===== src/rtl/nsm_pkg.sv =====
package nsm_pkg;
  localparam int OFS_W       = 13;
  localparam int CHUNK_BYTES = 512;
  localparam int CHUNK_LG    = $clog2(CHUNK_BYTES);

  typedef enum logic [1:0] {
    GEO_512_16 = 2'd0,
    GEO_2K_64  = 2'd1,
    GEO_4K_128 = 2'd2,
    GEO_4K_218 = 2'd3
  } geo_e;

  typedef struct packed {
    logic [OFS_W-1:0] page;
    logic [OFS_W-1:0] spare;
    logic [OFS_W-1:0] last_chunk;
    logic [OFS_W-1:0] per_buf;
  } geo_t;
endpackage


===== src/rtl/nsm_geom_decode.sv =====
module nsm_geom_decode
  import nsm_pkg::*;
(
  input  logic [1:0] geom_sel,
  output geo_t       cfg
);
  logic [OFS_W-1:0] pg, sp;
  int               lg;
  int               sh;

  always_comb begin
    unique case (geo_e'(geom_sel))
      GEO_512_16: begin pg = OFS_W'(512);  sp = OFS_W'(16);  end
      GEO_2K_64:  begin pg = OFS_W'(2048); sp = OFS_W'(64);  end
      GEO_4K_128: begin pg = OFS_W'(4096); sp = OFS_W'(128); end
      GEO_4K_218: begin pg = OFS_W'(4096); sp = OFS_W'(218); end
    endcase
    // page sizes are powers of two: find log2, then chunk-count shift
    lg = 0;
    for (int i = 0; i < OFS_W; i++) begin
      if (pg[i]) lg = i;
    end
    sh = lg - CHUNK_LG;
    cfg.page       = pg;
    cfg.spare      = sp;
    cfg.last_chunk = (OFS_W'(1) << sh) - OFS_W'(1);
    cfg.per_buf    = (sp >> sh) & ~OFS_W'(1);
  end
endmodule


===== src/rtl/nsm_spare_locate.sv =====
module nsm_spare_locate
  import nsm_pkg::*;
#(
  parameter int NUM_SPARE = 8
) (
  input  logic [OFS_W-1:0]             off,
  input  logic [OFS_W-1:0]             per_buf,
  input  logic [OFS_W-1:0]             spare,
  input  logic [OFS_W-1:0]             last_chunk,
  output logic [$clog2(NUM_SPARE)-1:0] idx,
  output logic [OFS_W-1:0]             in_off,
  output logic [OFS_W-1:0]             room
);
  localparam int IDX_W = $clog2(NUM_SPARE);

  logic [NUM_SPARE-1:1] past;
  logic [OFS_W-1:0]     base;

  // One threshold comparator per buffer boundary; the count of boundaries
  // passed is the index, which saturates at NUM_SPARE-1 by construction.
  for (genvar k = 1; k < NUM_SPARE; k++) begin : g_thr
    logic [OFS_W-1:0] thr;
    assign thr     = OFS_W'(k) * per_buf;
    assign past[k] = (off >= thr);
  end

  always_comb begin
    idx = '0;
    for (int k = 1; k < NUM_SPARE; k++) begin
      idx = idx + IDX_W'(past[k]);
    end
    base   = OFS_W'(idx) * per_buf;
    in_off = off - base;
    // the last used buffer also carries the odd leftover bytes
    room   = (OFS_W'(idx) == last_chunk) ? (spare - off) : (base + per_buf - off);
  end
endmodule


===== src/rtl/nsm_seg_calc.sv =====
module nsm_seg_calc
  import nsm_pkg::*;
#(
  parameter int ADDR_W       = 13,
  parameter int NUM_SPARE    = 8,
  parameter int SPARE_BASE   = 'h1000,
  parameter int SPARE_STRIDE = 'h40
) (
  input  geo_t                         cfg,
  input  logic                         in_spare,
  input  logic [OFS_W-1:0]             off,
  input  logic [OFS_W-1:0]             rem,
  output logic [ADDR_W-1:0]            addr,
  output logic [$clog2(NUM_SPARE)-1:0] buf_idx,
  output logic [OFS_W-1:0]             len,
  output logic                         is_last,
  output logic                         is_err
);
  localparam int IDX_W = $clog2(NUM_SPARE);

  logic [IDX_W-1:0] sidx;
  logic [OFS_W-1:0] soff;
  logic [OFS_W-1:0] sroom;
  logic [OFS_W-1:0] cap;

  nsm_spare_locate #(.NUM_SPARE(NUM_SPARE)) loc_i (
    .off        (off),
    .per_buf    (cfg.per_buf),
    .spare      (cfg.spare),
    .last_chunk (cfg.last_chunk),
    .idx        (sidx),
    .in_off     (soff),
    .room       (sroom)
  );

  always_comb begin
    is_err  = in_spare && (off >= cfg.spare);
    cap     = in_spare ? sroom : (cfg.page - off);
    len     = is_err ? rem : ((rem < cap) ? rem : cap);
    is_last = (len == rem);
    buf_idx = (in_spare && !is_err) ? sidx : '0;
    if (is_err) begin
      addr = '0;
    end else if (in_spare) begin
      addr = ADDR_W'(SPARE_BASE) + ADDR_W'(sidx) * ADDR_W'(SPARE_STRIDE) + ADDR_W'(soff);
    end else begin
      addr = ADDR_W'(off);
    end
  end
endmodule


===== src/rtl/nsm_addr_mapper.sv =====
module nsm_addr_mapper
  import nsm_pkg::*;
#(
  parameter int ADDR_W       = 13,
  parameter int NUM_SPARE    = 8,
  parameter int SPARE_BASE   = 'h1000,
  parameter int SPARE_STRIDE = 'h40,
  localparam int IDX_W       = $clog2(NUM_SPARE)
) (
  input  logic              clk,
  input  logic              rst_n,
  input  logic [1:0]        geom_sel,
  input  logic              req_valid,
  output logic              req_ready,
  input  logic [OFS_W-1:0]  req_col,
  input  logic [OFS_W-1:0]  req_len,
  input  logic              req_spare_only,
  output logic              seg_valid,
  input  logic              seg_ready,
  output logic [ADDR_W-1:0] seg_addr,
  output logic [IDX_W-1:0]  seg_buf,
  output logic [OFS_W-1:0]  seg_len,
  output logic              seg_spare,
  output logic              seg_last,
  output logic              seg_err
);
  geo_t             cfg_new, cfg_q;
  logic             busy_q, in_spare_q;
  logic [OFS_W-1:0] off_q, rem_q;
  logic             start_spare;
  logic [OFS_W-1:0] start_off;
  logic             take;

  nsm_geom_decode geo_i (
    .geom_sel (geom_sel),
    .cfg      (cfg_new)
  );

  nsm_seg_calc #(
    .ADDR_W       (ADDR_W),
    .NUM_SPARE    (NUM_SPARE),
    .SPARE_BASE   (SPARE_BASE),
    .SPARE_STRIDE (SPARE_STRIDE)
  ) calc_i (
    .cfg      (cfg_q),
    .in_spare (in_spare_q),
    .off      (off_q),
    .rem      (rem_q),
    .addr     (seg_addr),
    .buf_idx  (seg_buf),
    .len      (seg_len),
    .is_last  (seg_last),
    .is_err   (seg_err)
  );

  assign req_ready = !busy_q;
  assign seg_valid = busy_q;
  assign seg_spare = in_spare_q;
  assign take      = seg_valid && seg_ready;

  // entry point of the walk: spare-only, past the page, or main
  always_comb begin
    if (req_spare_only) begin
      start_spare = 1'b1;
      start_off   = req_col;
    end else if (req_col >= cfg_new.page) begin
      start_spare = 1'b1;
      start_off   = req_col - cfg_new.page;
    end else begin
      start_spare = 1'b0;
      start_off   = req_col;
    end
  end

  always_ff @(posedge clk or negedge rst_n) begin
    if (!rst_n) begin
      busy_q     <= 1'b0;
      cfg_q      <= '0;
      in_spare_q <= 1'b0;
      off_q      <= '0;
      rem_q      <= '0;
    end else if (!busy_q) begin
      if (req_valid) begin
        busy_q     <= 1'b1;
        cfg_q      <= cfg_new;
        in_spare_q <= start_spare;
        off_q      <= start_off;
        rem_q      <= req_len;
      end
    end else if (take) begin
      if (seg_last) begin
        busy_q <= 1'b0;
      end else begin
        rem_q <= rem_q - seg_len;
        if (!in_spare_q) begin
          in_spare_q <= 1'b1;
          off_q      <= '0;
        end else begin
          off_q <= off_q + seg_len;
        end
      end
    end
  end

  // a stalled segment keeps every field
  assert_hold_under_stall_R10: assert property (@(posedge clk) disable iff (!rst_n)
    seg_valid && !seg_ready |=> seg_valid && $stable(seg_addr) && $stable(seg_len)
      && $stable(seg_last) && $stable(seg_err) && $stable(seg_buf));

  // the burst ends one cycle after its last segment is taken
  assert_idle_after_last_R10: assert property (@(posedge clk) disable iff (!rst_n)
    seg_valid && seg_ready && seg_last |=> !seg_valid);

  // a main segment never crosses into the spare area
  assert_main_in_page_R3: assert property (@(posedge clk) disable iff (!rst_n)
    seg_valid && !seg_spare |-> int'(seg_addr) + int'(seg_len) <= int'(cfg_q.page));

  // a spare segment stays inside its buffer
  assert_spare_in_buffer_R7: assert property (@(posedge clk) disable iff (!rst_n)
    seg_valid && seg_spare && !seg_err |->
      int'(seg_addr) - SPARE_BASE - int'(seg_buf) * SPARE_STRIDE + int'(seg_len) <= SPARE_STRIDE);

  // only buffers backing real chunks are used
  assert_idx_bound_R6: assert property (@(posedge clk) disable iff (!rst_n)
    seg_valid && seg_spare && !seg_err |-> OFS_W'(seg_buf) <= cfg_q.last_chunk);

  // every non-final segment moves the walk forward
  assert_progress_R8: assert property (@(posedge clk) disable iff (!rst_n)
    seg_valid && !seg_last |-> seg_len != '0);

  // geometry is frozen for the whole burst
  assert_geo_frozen_R11: assert property (@(posedge clk) disable iff (!rst_n)
    seg_valid && !(seg_ready && seg_last) |=> $stable(cfg_q));
endmodule


===== config.mk =====
export PLATFORM = sky130hd
export DESIGN_NAME = nsm_addr_mapper
export DESIGN_NICKNAME = d
export VERILOG_FILES = /design/src/rtl/nsm_pkg.sv /design/src/rtl/nsm_geom_decode.sv /design/src/rtl/nsm_spare_locate.sv /design/src/rtl/nsm_seg_calc.sv /design/src/rtl/nsm_addr_mapper.sv
export SDC_FILE = /design/constraint.sdc
export NUM_CORES = 1
export LEC_CHECK = 0
export BUFFER_PORTS_ARGS = -buffer_cell sky130_fd_sc_hd__buf_2
export CAP_MARGIN = 20
export CELL_PAD_IN_SITES_DETAIL_PLACEMENT = 1
export CELL_PAD_IN_SITES_GLOBAL_PLACEMENT = 1
export CORE_MARGIN = 3
export CORE_UTILIZATION = 40
export DETAILED_ROUTE_END_ITERATION = 6
export PLACE_DENSITY_LB_ADDON = 0.2
export SLEW_MARGIN = 20
export SYNTH_ARGS = -nofsm -noshare
export SYNTH_HDL_FRONTEND = slang
export SYNTH_SLANG_ARGS = --single-unit

===== constraint.sdc =====
create_clock -name clk -period 14.4 [get_ports clk]
set_input_delay 2.16 -clock clk [delete_from_list [all_inputs] [get_ports clk]]
set_output_delay 2.16 -clock clk [all_outputs]
set_load 0.02 [all_outputs]

==> results by group, run 1 <==
Place
  – Placed instance count: around 1,400
  – Worst slack, placed: 0.156 ns
  – GPL Wtd Cong: a little over 0.9
  – HPWL after DPL: 24,200 um
  – Port Buffers: 66

Yosys
  – Most common cell in the synthesized netlist: ha_1
  – Post-synth cell types: 82
  – Top cells by area, synth: ha_1 25%, dfrtp_1 12%, fa_1 7.5%
  – Synth async-reset ratio: 100%
  – Sequential area share after synthesis: around 12%
  – Number of synthesized flops with an enable pin: 0
  – Area fraction of the dominant cell type after synthesis: 25.2%
  – Mapped Nets: about 1,300
  – Post-synthesis register bit count: 43
  – Post-synth top cells: 178 x ha_1, 104 x inv_1, 87 x a21oi_1
  – Synth area leader: ha_1
  – Prevailing post-synth register cell: dfrtp_1
  – Post-Synthesis Cells: 1,072
  – Cell Area, Synth: 8850 um^2
  – Syn avg cell area: 8.25 um^2
  – Synth warn: 0

Critical path
  – CP max-delay cell: fa_2
  – Setup CP Type: reg -> out
  – Critical path's top delay family: adder cells
  – WP data arrival: 11.62 ns
  – Critical Path Fanout Max: 7
  – Crit path capture type: output port
  – Crit-path most repeated cell: ha_1
  – CP max stage delay: ~0.59 ns
  – CP bufs+invs: 7
  – Crit start category: register
  – Worst Path Required: 12.24 ns

Global routing
  – Initial antenna violation count: 0
  – Largest net degree at the start of global routing: 49
  – First-pass GRT wire length: 47,500 um
  – Total track usage: 25.0%
  – Vias in the first global route: 8,558
  – Gr ovfl total: 0

Cells and area
  – Antenna diodes: 0
  – Layout cells sized above 1: between 10 and 15%
  – Fill count: 2,596
  – Nets@finish: roughly 1,400
  – P&R area growth vs syn: 13.2%
  – Fin cells: 1,428

Die
  – Die X: 155 um
  – Total die area: 23,900 um^2
  – Die height: 155 um
  – Rows: 53
  – Io pins: between 60 and 70
  – Core Footprint: 21,400 um^2
  – Initial Util: 41.4%

Route
  – Vias/cell: 5.95
  – Drt pass-1 iters: 5
  – Number of remaining DRC errors: 0
  – WL/cell: 21.3 um
  – Vias: 8,502
  – Final WL: 30,400 um
  – Antenna Nets Post-Route: 0
  – DRT iter0 DRCs: a little under 500

STA
  – Fin Hold WS: 0.499 ns
  – Slew @ Worst Pin: about 0.8 ns
  – Rel. slew slack: 46.1%
  – Post-route setup slack: a little over 0.6 ns
  – Max-slew violation count: 0
  – Fmax achieved: 72.6 MHz
  – Setup Skew: 0.0154 ns
  – Fin crit period: 13.78 ns
  – Final Hold Viols: 0
  – Tcrit/Tclk final: 95.7%
  – Final setup viols: 0

Clocking
  – Clk buf depth: 2
  – H-tree depth: 2
  – TritonCTS Buffers: 5
  – Clock transition at path regs: approximately 0.07 ns
  – Clk sink count: between 40 and 50
  – Skew-Pair Late Insertion Delay: between 0.3 and 0.4 ns
  – Root Driver: clkbuf_16
  – TritonCTS clock tree: done

Hold path
  – Hold Path Class: reg -> reg

Run
  – # Max-Cap Violations: 0

Run status
  – Outcome: complete, no violations
## kinds of logic after synthesis
| family | Yosys count | synth area share [%] |
|---|---|---|
| muxes | 21 | 2.53 |
| DFF | 43 | 12.2 |
| buffers and inverters | 142 | 6.33 |
| xor gates and xnor gates | 71 | 7.18 |
| adders and majority gates | 211 | 32.6 |
| AOI/OAI and AO/OA | 325 | 24.3 |
| and+or+nand+nor | 259 | 14.8 |
## cell usage in the layout (no fill, tap or decap), types with 6 or more instances in the layout
master | synthesis | layout
a211oi_1 | 15 | 14
a21o_1 | 31 | 31
a21oi_1 | 87 | 77
a21oi_2 | 0 | 10
a31oi_1 | 12 | 11
and3_1 | 7 | 7
buf_2 | 10 | 65
buf_4 | 2 | 36
dfrtp_1 | 43 | 43
fa_1 | 33 | 32
ha_1 | 178 | 174
inv_1 | 104 | 102
mux2_2 | 7 | 6
mux2i_1 | 13 | 13
nand2_1 | 55 | 55
nand2b_1 | 19 | 19
nand3_1 | 22 | 22
nand4_1 | 10 | 10
nor2_1 | 79 | 79
nor2b_1 | 15 | 15
nor3_1 | 15 | 15
o211ai_1 | 8 | 8
o21a_1 | 28 | 28
o21ai_0 | 66 | 64
o21bai_1 | 19 | 18
o22ai_1 | 7 | 7
o31ai_1 | 8 | 8
xnor2_1 | 45 | 45
xor2_1 | 25 | 25
## sequential cells by signal, summed over array words and instances (netlist names)
name	flops
seg_valid	1
seg_spare	1
cfg_q	15
off_q	13
rem_q	13
## repair_timing
action / 4_1_cts / 5_1_grt
pin swaps: 1 / 7
hold buffers: 0 / 0
gates resized for setup: 3 / 31
setup endpoints to repair: 1 / 1
setup buffers: 0 / 6
cloned: 1 / 1
hold endpoints to repair: 0 / 0
## metrics by stage
stage	utilization, %	area, um^2	setup TNS (ns)
after CTS	45.9	9800	0
after global placement	45.0	9610	0
after floorplan	-	8850	0
after detailed placement	45.0	9610	0
final	46.9	10000	0
after global routing	46.9	10000	-0.0571
## cell type report
type                    instances  area [um^2]  share of cell area (%)
multi-input cells             889         7370                    73.6
inverters                     110          418                    4.17
flip-flops and latches         43         1080                    10.7
repair buffers                103          634                    6.33
clock buffers                   5          125                    1.25
well taps                     275          344                    3.44
clock inverters                 3         46.3                   0.462
## tightest hold or removal path: stages (launching register included)
cell,delay [ns]
dfrtp_1,0.35
nand2_1,0.05
o21ai_0,0.07
## path summary, 6_finish.rpt
kind	start	end	cells past startpoint	slack, ns
setup reg to reg	cfg_q[3]$_DFFE_PN0P_	rem_q[12]$_DFFE_PN0P_	58	1.57
max in group asynchronous	rst_n	off_q[9]$_DFFE_PN0P_	1	12.09
min in group asynchronous	rst_n	rem_q[3]$_DFFE_PN0P_	1	1.87
setup / recovery	cfg_q[3]$_DFFE_PN0P_	seg_last	51	0.62
hold / removal	cfg_q[17]$_DFFE_PN0P_	cfg_q[17]$_DFFE_PN0P_	2	0.50
hold reg to reg	cfg_q[17]$_DFFE_PN0P_	cfg_q[17]$_DFFE_PN0P_	2	0.50
## routing by layer
layer	global-route usage, %	vias up	part of all wire [%]	wire [um]
li1	-	3986	-	-
met1	36.8	4293	49	14800
met2	39.9	195	45	13800
met3	2.99	28	4.6	1390
met4	4.42	0	1.3	388
met5	0	-	0	0
Power of run 1 is not shown: default switching activity piles up to over one toggle a cycle in this logic, so the estimate is an artifact.
==> run 2: changes to the inputs <==
--- a/config.mk
+++ b/config.mk
@@ -10,7 +10,7 @@
 export CELL_PAD_IN_SITES_DETAIL_PLACEMENT = 1
 export CELL_PAD_IN_SITES_GLOBAL_PLACEMENT = 1
 export CORE_MARGIN = 3
-export CORE_UTILIZATION = 40
+export CORE_UTILIZATION = 45
 export DETAILED_ROUTE_END_ITERATION = 6
 export PLACE_DENSITY_LB_ADDON = 0.2
 export SLEW_MARGIN = 20
==> run 2 against run 1 <==
  * Cell count down 1.3%
  * Sequential cell count unchanged
  * Non-clock buffer count down 2
  * Die area down 11%
  * Wire length down 1.4%
==> results by group, run 2 (synthesis gave the netlist of run 1 again) <==
Critical path
  – Crit path capture type: output port
  – Crit-path most repeated cell: inv_1
  – WP data arrival: 11.79 ns
  – Critical Path Fanout Max: 17
  – Setup CP Type: reg -> out
  – CP max stage delay: 0.58 ns
  – CP bufs+invs: 10
  – CP max-delay cell: fa_1
  – Crit start category: register
  – Critical path's top delay family: adder cells
  – Worst Path Required: roughly 12 ns

Cells and area
  – P&R area growth vs syn: 12.2%
  – Fin cells: between 1,000 and 1,500
  – Layout cells sized above 1: between 10 and 15%
  – Biggest regs: cfg_q: 15 flops, off_q: 13 flops, rem_q: 13 flops
  – Most frequent cells in the layout: 172 x ha_1, 102 x inv_1, 79 x nor2_1
  – Register area: roughly 1100 um^2
  – Nets@finish: 1,393
  – Largest Register: cfg_q
  – Fin util: 52.2%
  – Footprint of the multi-input gates: 7340 um^2
  – Commonest non-fill, non-tap cell in the layout: ha_1
  – Antenna diodes: 0
  – Max FFs per register: 15
  – Fill count: 2,387

Global routing
  – Initial antenna violation count: 0
  – First-pass GRT wire length: roughly 47,000 um
  – Largest net degree at the start of global routing: 48
  – Gr ovfl total: 0
  – Vias in the first global route: 8,490
  – Total track usage: between 20% and 30%

STA
  – Tcrit/Tclk final: 96.9%
  – Max-slew violation count: 0
  – Rel. slew slack: 46.4%
  – Final setup viols: 0
  – Final Hold Viols: 0
  – Slew @ Worst Pin: 0.802 ns
  – Post-route setup slack: 0.453 ns
  – Setup Skew: 0.00769 ns
  – Fin crit period: 13.95 ns
  – Fmax achieved: roughly 70 MHz

Route
  – Vias: 8,448
  – DRT iter0 DRCs: 545
  – Drt pass-1 iters: 5
  – Number of remaining DRC errors: 0
  – Final WL: between 20,000 and 30,000 um
  – WL/cell: approximately 21 um
  – Vias/cell: 5.99
  – Antenna Nets Post-Route: 0

Clocking
  – Root Driver: clkbuf_16
  – Clock transition at path regs: 0.07 ns
  – TritonCTS clock tree: done
  – TritonCTS Buffers: 5
  – H-tree depth: 2
  – Hold Buf Count CTS: 0
  – Clk sink count: 43
  – Skew-Pair Late Insertion Delay: between 0.3 and 0.4 ns
  – Clk buf depth: 2

Run
  – # Max-Cap Violations: 0

Run status
  – Outcome: complete, no violations

Place
  – HPWL after DPL: 23,500 um
  – Port Buffers: 66
  – Worst slack, placed: 0.206 ns
  – GPL Wtd Cong: 0.885
  – Placed instance count: 1,394

Die
  – Initial Util: 46.5%
  – Core Footprint: around 19,000 um^2
  – Die height: roughly 150 um
  – Die X: approximately 150 um
  – Io pins: 67
  – Total die area: 21,400 um^2
  – Rows: 50

Hold path
  – Hold Path Class: reg -> reg
-- run 2: cell type report --
cell class	instances	share of cell area, %
clock buffer	5	1.26
clock inverter	3	0.239
inverter	110	4.21
multi-input combinational	888	74.0
sequential	43	10.8
tap	260	3.28
timing repair buffer	101	6.23
-- run 2: per-stage QoR --
stage / hold slack, ns / setup TNS [ns] / cell area, um^2
final: 0.489 / 0 / 9930
after global routing: 0.535 / -0.190 / 9930
after CTS: 0.494 / 0 / 9750
after detailed placement: 0.479 / 0 / 9580
after global placement: 0.471 / 0 / 9580
after floorplan: 0.451 / 0 / 8850
-- run 2: worst paths after layout --
path / from / end / slack (ns) / cells after the start
worst max-delay path: cfg_q[3]$_DFFE_PN0P_ / seg_last / 0.45 / 50
worst min-delay path: cfg_q[19]$_DFFE_PN0P_ / cfg_q[19]$_DFFE_PN0P_ / 0.49 / 1
worst max register to register: cfg_q[3]$_DFFE_PN0P_ / off_q[12]$_DFFE_PN0P_ / 1.42 / 56
worst min register to register: cfg_q[19]$_DFFE_PN0P_ / cfg_q[19]$_DFFE_PN0P_ / 0.49 / 1
max in group asynchronous: rst_n / off_q[8]$_DFFE_PN0P_ / 12.13 / 1
min in group asynchronous: rst_n / rem_q[4]$_DFFE_PN0P_ / 1.85 / 1
-- run 2: what timing repair did --
action | CTS | global route
gates cloned | 1 | 0
pin swaps | 2 | 9
setup buffers | 1 | 6
endpoints found under the setup margin | 1 | 5
resized for setup | 1 | 30
-- run 2: metal layers --
metal  GRT usage (%)  up-vias  share of wire [%]
met5               0        -                  0
met4            5.03        0                1.4
met3            2.89       37                5.1
met2            43.4      248                 45
met1            40.3     4179                 48
li1                -     3984                  -
Power of run 2 is left out for the same reason.
==> run 3: changes to the inputs <==
--- a/config.mk
+++ b/config.mk
@@ -5,6 +5,7 @@
 export SDC_FILE = /design/constraint.sdc
 export NUM_CORES = 1
 export LEC_CHECK = 0
+export ABC_AREA = 1
 export BUFFER_PORTS_ARGS = -buffer_cell sky130_fd_sc_hd__buf_2
 export CAP_MARGIN = 20
 export CELL_PAD_IN_SITES_DETAIL_PLACEMENT = 1
==> run 3 against run 2 <==
  * Register-to-register slack better by 0.48 ns
  * Global-route usage up 1.4 points
  * Die area increased by 2.6%
  * Area after synthesis increased by 2.7%
  * Wire length is 6.5% higher
  * Clock skew grew 0.0071 ns
  * Hold slack worse by 0.0015 ns
  * Sequential share of layout area decreased by 0.16 points
  * Critical path type unchanged
==> results by group, run 3 <==
Route
  – Vias: 9,306
  – Number of remaining DRC errors: 0
  – WL/cell: between 15 and 20 um
  – Final WL: 31,900 um
  – Antenna Nets Post-Route: 0
  – Drt pass-1 iters: 5
  – DRT iter0 DRCs: 514
  – Vias/cell: 5.61

Clocking
  – Hold Buf Count CTS: 0
  – TritonCTS clock tree: done
  – TritonCTS Buffers: 5
  – H-tree depth: 2
  – Skew-Pair Late Insertion Delay: between 0.3 and 0.4 ns
  – Clk buf depth: 2
  – Clk sink count: 43
  – Root Driver: clkbuf_16
  – Clock transition at path regs: 0.08 ns

Die
  – Die height: 148 um
  – Die X: ~150 um
  – Rows: 51
  – Initial Util: 46.2%
  – Total die area: ~22,000 um^2
  – Core Footprint: 19,700 um^2
  – Io pins: 67

Cells and area
  – Fill count: around 2,700
  – Most frequent cells in the layout: 272 x nand2_1, 191 x inv_1, 177 x ha_1
  – Max FFs per register: 15
  – Nets@finish: 1,636
  – P&R area growth vs syn: 10.9%
  – Biggest regs: cfg_q: 15 flops, off_q: 13 flops, rem_q: 13 flops
  – Final instance area: 10,100 um^2
  – Largest Register: cfg_q
  – Layout cells sized above 1: 13.4%
  – Antenna diodes: 0
  – Register area: 1080 um^2
  – Footprint of the multi-input gates: 7160 um^2
  – Commonest non-fill, non-tap cell in the layout: nand2_1

STA
  – Fin crit period: 13.78 ns
  – Fmax achieved: 72.6 MHz
  – Max-slew violation count: 0
  – Rel. slew slack: 32.0%
  – Slew @ Worst Pin: 1.01 ns
  – Final setup viols: 0
  – Final Hold Viols: 0
  – Setup Skew: 0.0148 ns
  – Tcrit/Tclk final: between 90% and 100%

Run
  – # Max-Cap Violations: 0

Hold path
  – Hold Path Class: reg -> reg

Yosys
  – Post-Synthesis Cells: around 1,300
  – Cell Area, Synth: 9090 um^2
  – Post-synth top cells: 273 x nand2_1, 193 x inv_1, 178 x ha_1
  – Area fraction of the dominant cell type after synthesis: approximately 25%
  – Prevailing post-synth register cell: dfrtp_1
  – Synth area leader: ha_1
  – Number of synthesized flops with an enable pin: 0
  – Mapped Nets: 1,552
  – Syn avg cell area: between 6 and 7 um^2
  – Sequential area share after synthesis: a little under an eighth
  – Post-synth cell types: 53
  – Top cells by area, synth: ha_1 25%, dfrtp_1 12%, nand2_1 11%
  – Synth async-reset ratio: 100%
  – Post-synthesis register bit count: 43
  – Most common cell in the synthesized netlist: nand2_1
  – Synth warn: 0

Critical path
  – CP max stage delay: between 0.6 and 0.7 ns
  – Crit path capture type: output port
  – CP max-delay cell: fa_2
  – Crit start category: register
  – R2R Setup Slk: 1.90 ns
  – Critical Path Fanout Max: 13
  – WP data arrival: 11.62 ns
  – Setup CP Type: reg -> out
  – CP bufs+invs: 10
  – Worst Path Required: 12.24 ns
  – Crit-path most repeated cell: nand2_1
  – Critical path's top delay family: adder cells

Place
  – Port Buffers: 66
  – GPL Wtd Cong: slightly above 0.9
  – HPWL after DPL: around 26,000 um
  – Placed cell area: between 9000 and 10,000 um^2

Global routing
  – First-pass GRT wire length: 50,700 um
  – Gr ovfl total: 0
  – Total track usage: 28.7%
  – Vias in the first global route: just under 10,000
  – Largest net degree at the start of global routing: 53
  – Initial antenna violation count: 0

Run status
  – Outcome: complete, no violations
## run 3: changes by cell type in the layout (fill, tap and decap cells not counted), sizes merged, moves of 19 or more
| cell | change |
|---|---|
| nand2 | +237 |
| inv | +95 |
| o21ai | +48 |
| nand3 | +33 |
| xnor2 | -31 |
| nor2 | +29 |
| a21o | -28 |
| nand2b | -19 |
| o21a | -19 |
## run 3: final timing paths
check	startpoint	depth (start not counted)	endpoint
setup / recovery	cfg_q[3]$_DFFE_PN0P_	60	seg_last
hold / removal	cfg_q[21]$_DFFE_PN0P_	2	cfg_q[21]$_DFFE_PN0P_
min in group asynchronous	rst_n	2	rem_q[3]$_DFFE_PN0P_
max in group asynchronous	rst_n	2	cfg_q[14]$_DFFE_PN0P_
setup reg to reg	cfg_q[3]$_DFFE_PN0P_	66	off_q[10]$_DFFE_PN0P_
hold reg to reg	cfg_q[21]$_DFFE_PN0P_	2	cfg_q[21]$_DFFE_PN0P_
## run 3: tightest hold or removal path, cell delays in order, from the launching register on
cell	delay (ns)
dfrtp_1	0.35
nand2_1	0.05
nand2_1	0.05
## run 3: cell type report
class / count / share of cell area [%]
repair buffers: 96 / 5.51
clock buffers: 5 / 1.24
clock inverters: 3 / 0.459
multi-input cells: 1038 / 71.0
well taps: 265 / 3.29
flip-flops and latches: 43 / 10.7
inverters: 208 / 7.82
## run 3: timing repair
item,CTS,global route
endpoints found under the setup margin,1,1
resized for setup,1,12
endpoints found under the hold margin,0,0
setup buffers,0,10
pin swaps,0,5
gates cloned,0,1
## run 3: metrics by stage
stage	TNS, ns	setup WS (ns)	utilization [%]	cells	hold WS [ns]
6_report	0	0.617	51.3	1658	0.487
3_3_place_gp	0	0.675	49.7	1639	0.466
4_1_cts	0	0.0554	50.6	1647	0.488
5_1_grt	-0.0497	-0.0497	51.3	1658	0.510
2_1_floorplan	0	1.61	-	1308	0.451
3_5_place_dp	0	0.158	49.7	1639	0.468
## run 3: cell families after synthesis
family,after synthesis,share of synthesized area (%)
and+or+nand+nor,501,23.7
AOI/OAI and AO/OA,285,18.8
adders and majority gates,211,31.8
DFF,43,11.8
xor gates and xnor gates,40,3.85
buffers and inverters,228,10.1
## run 3: per-layer routing
layer  routed length (um)  vias up  global-route usage, %
li1                     -     4506                      -
met1                15300     4542                   41.1
met2                14300      200                   46.3
met3                 1480       58                   3.20
met4                  820        0                   7.58
met5                    0        -                      0
Power of run 3 is left out for the same reason.
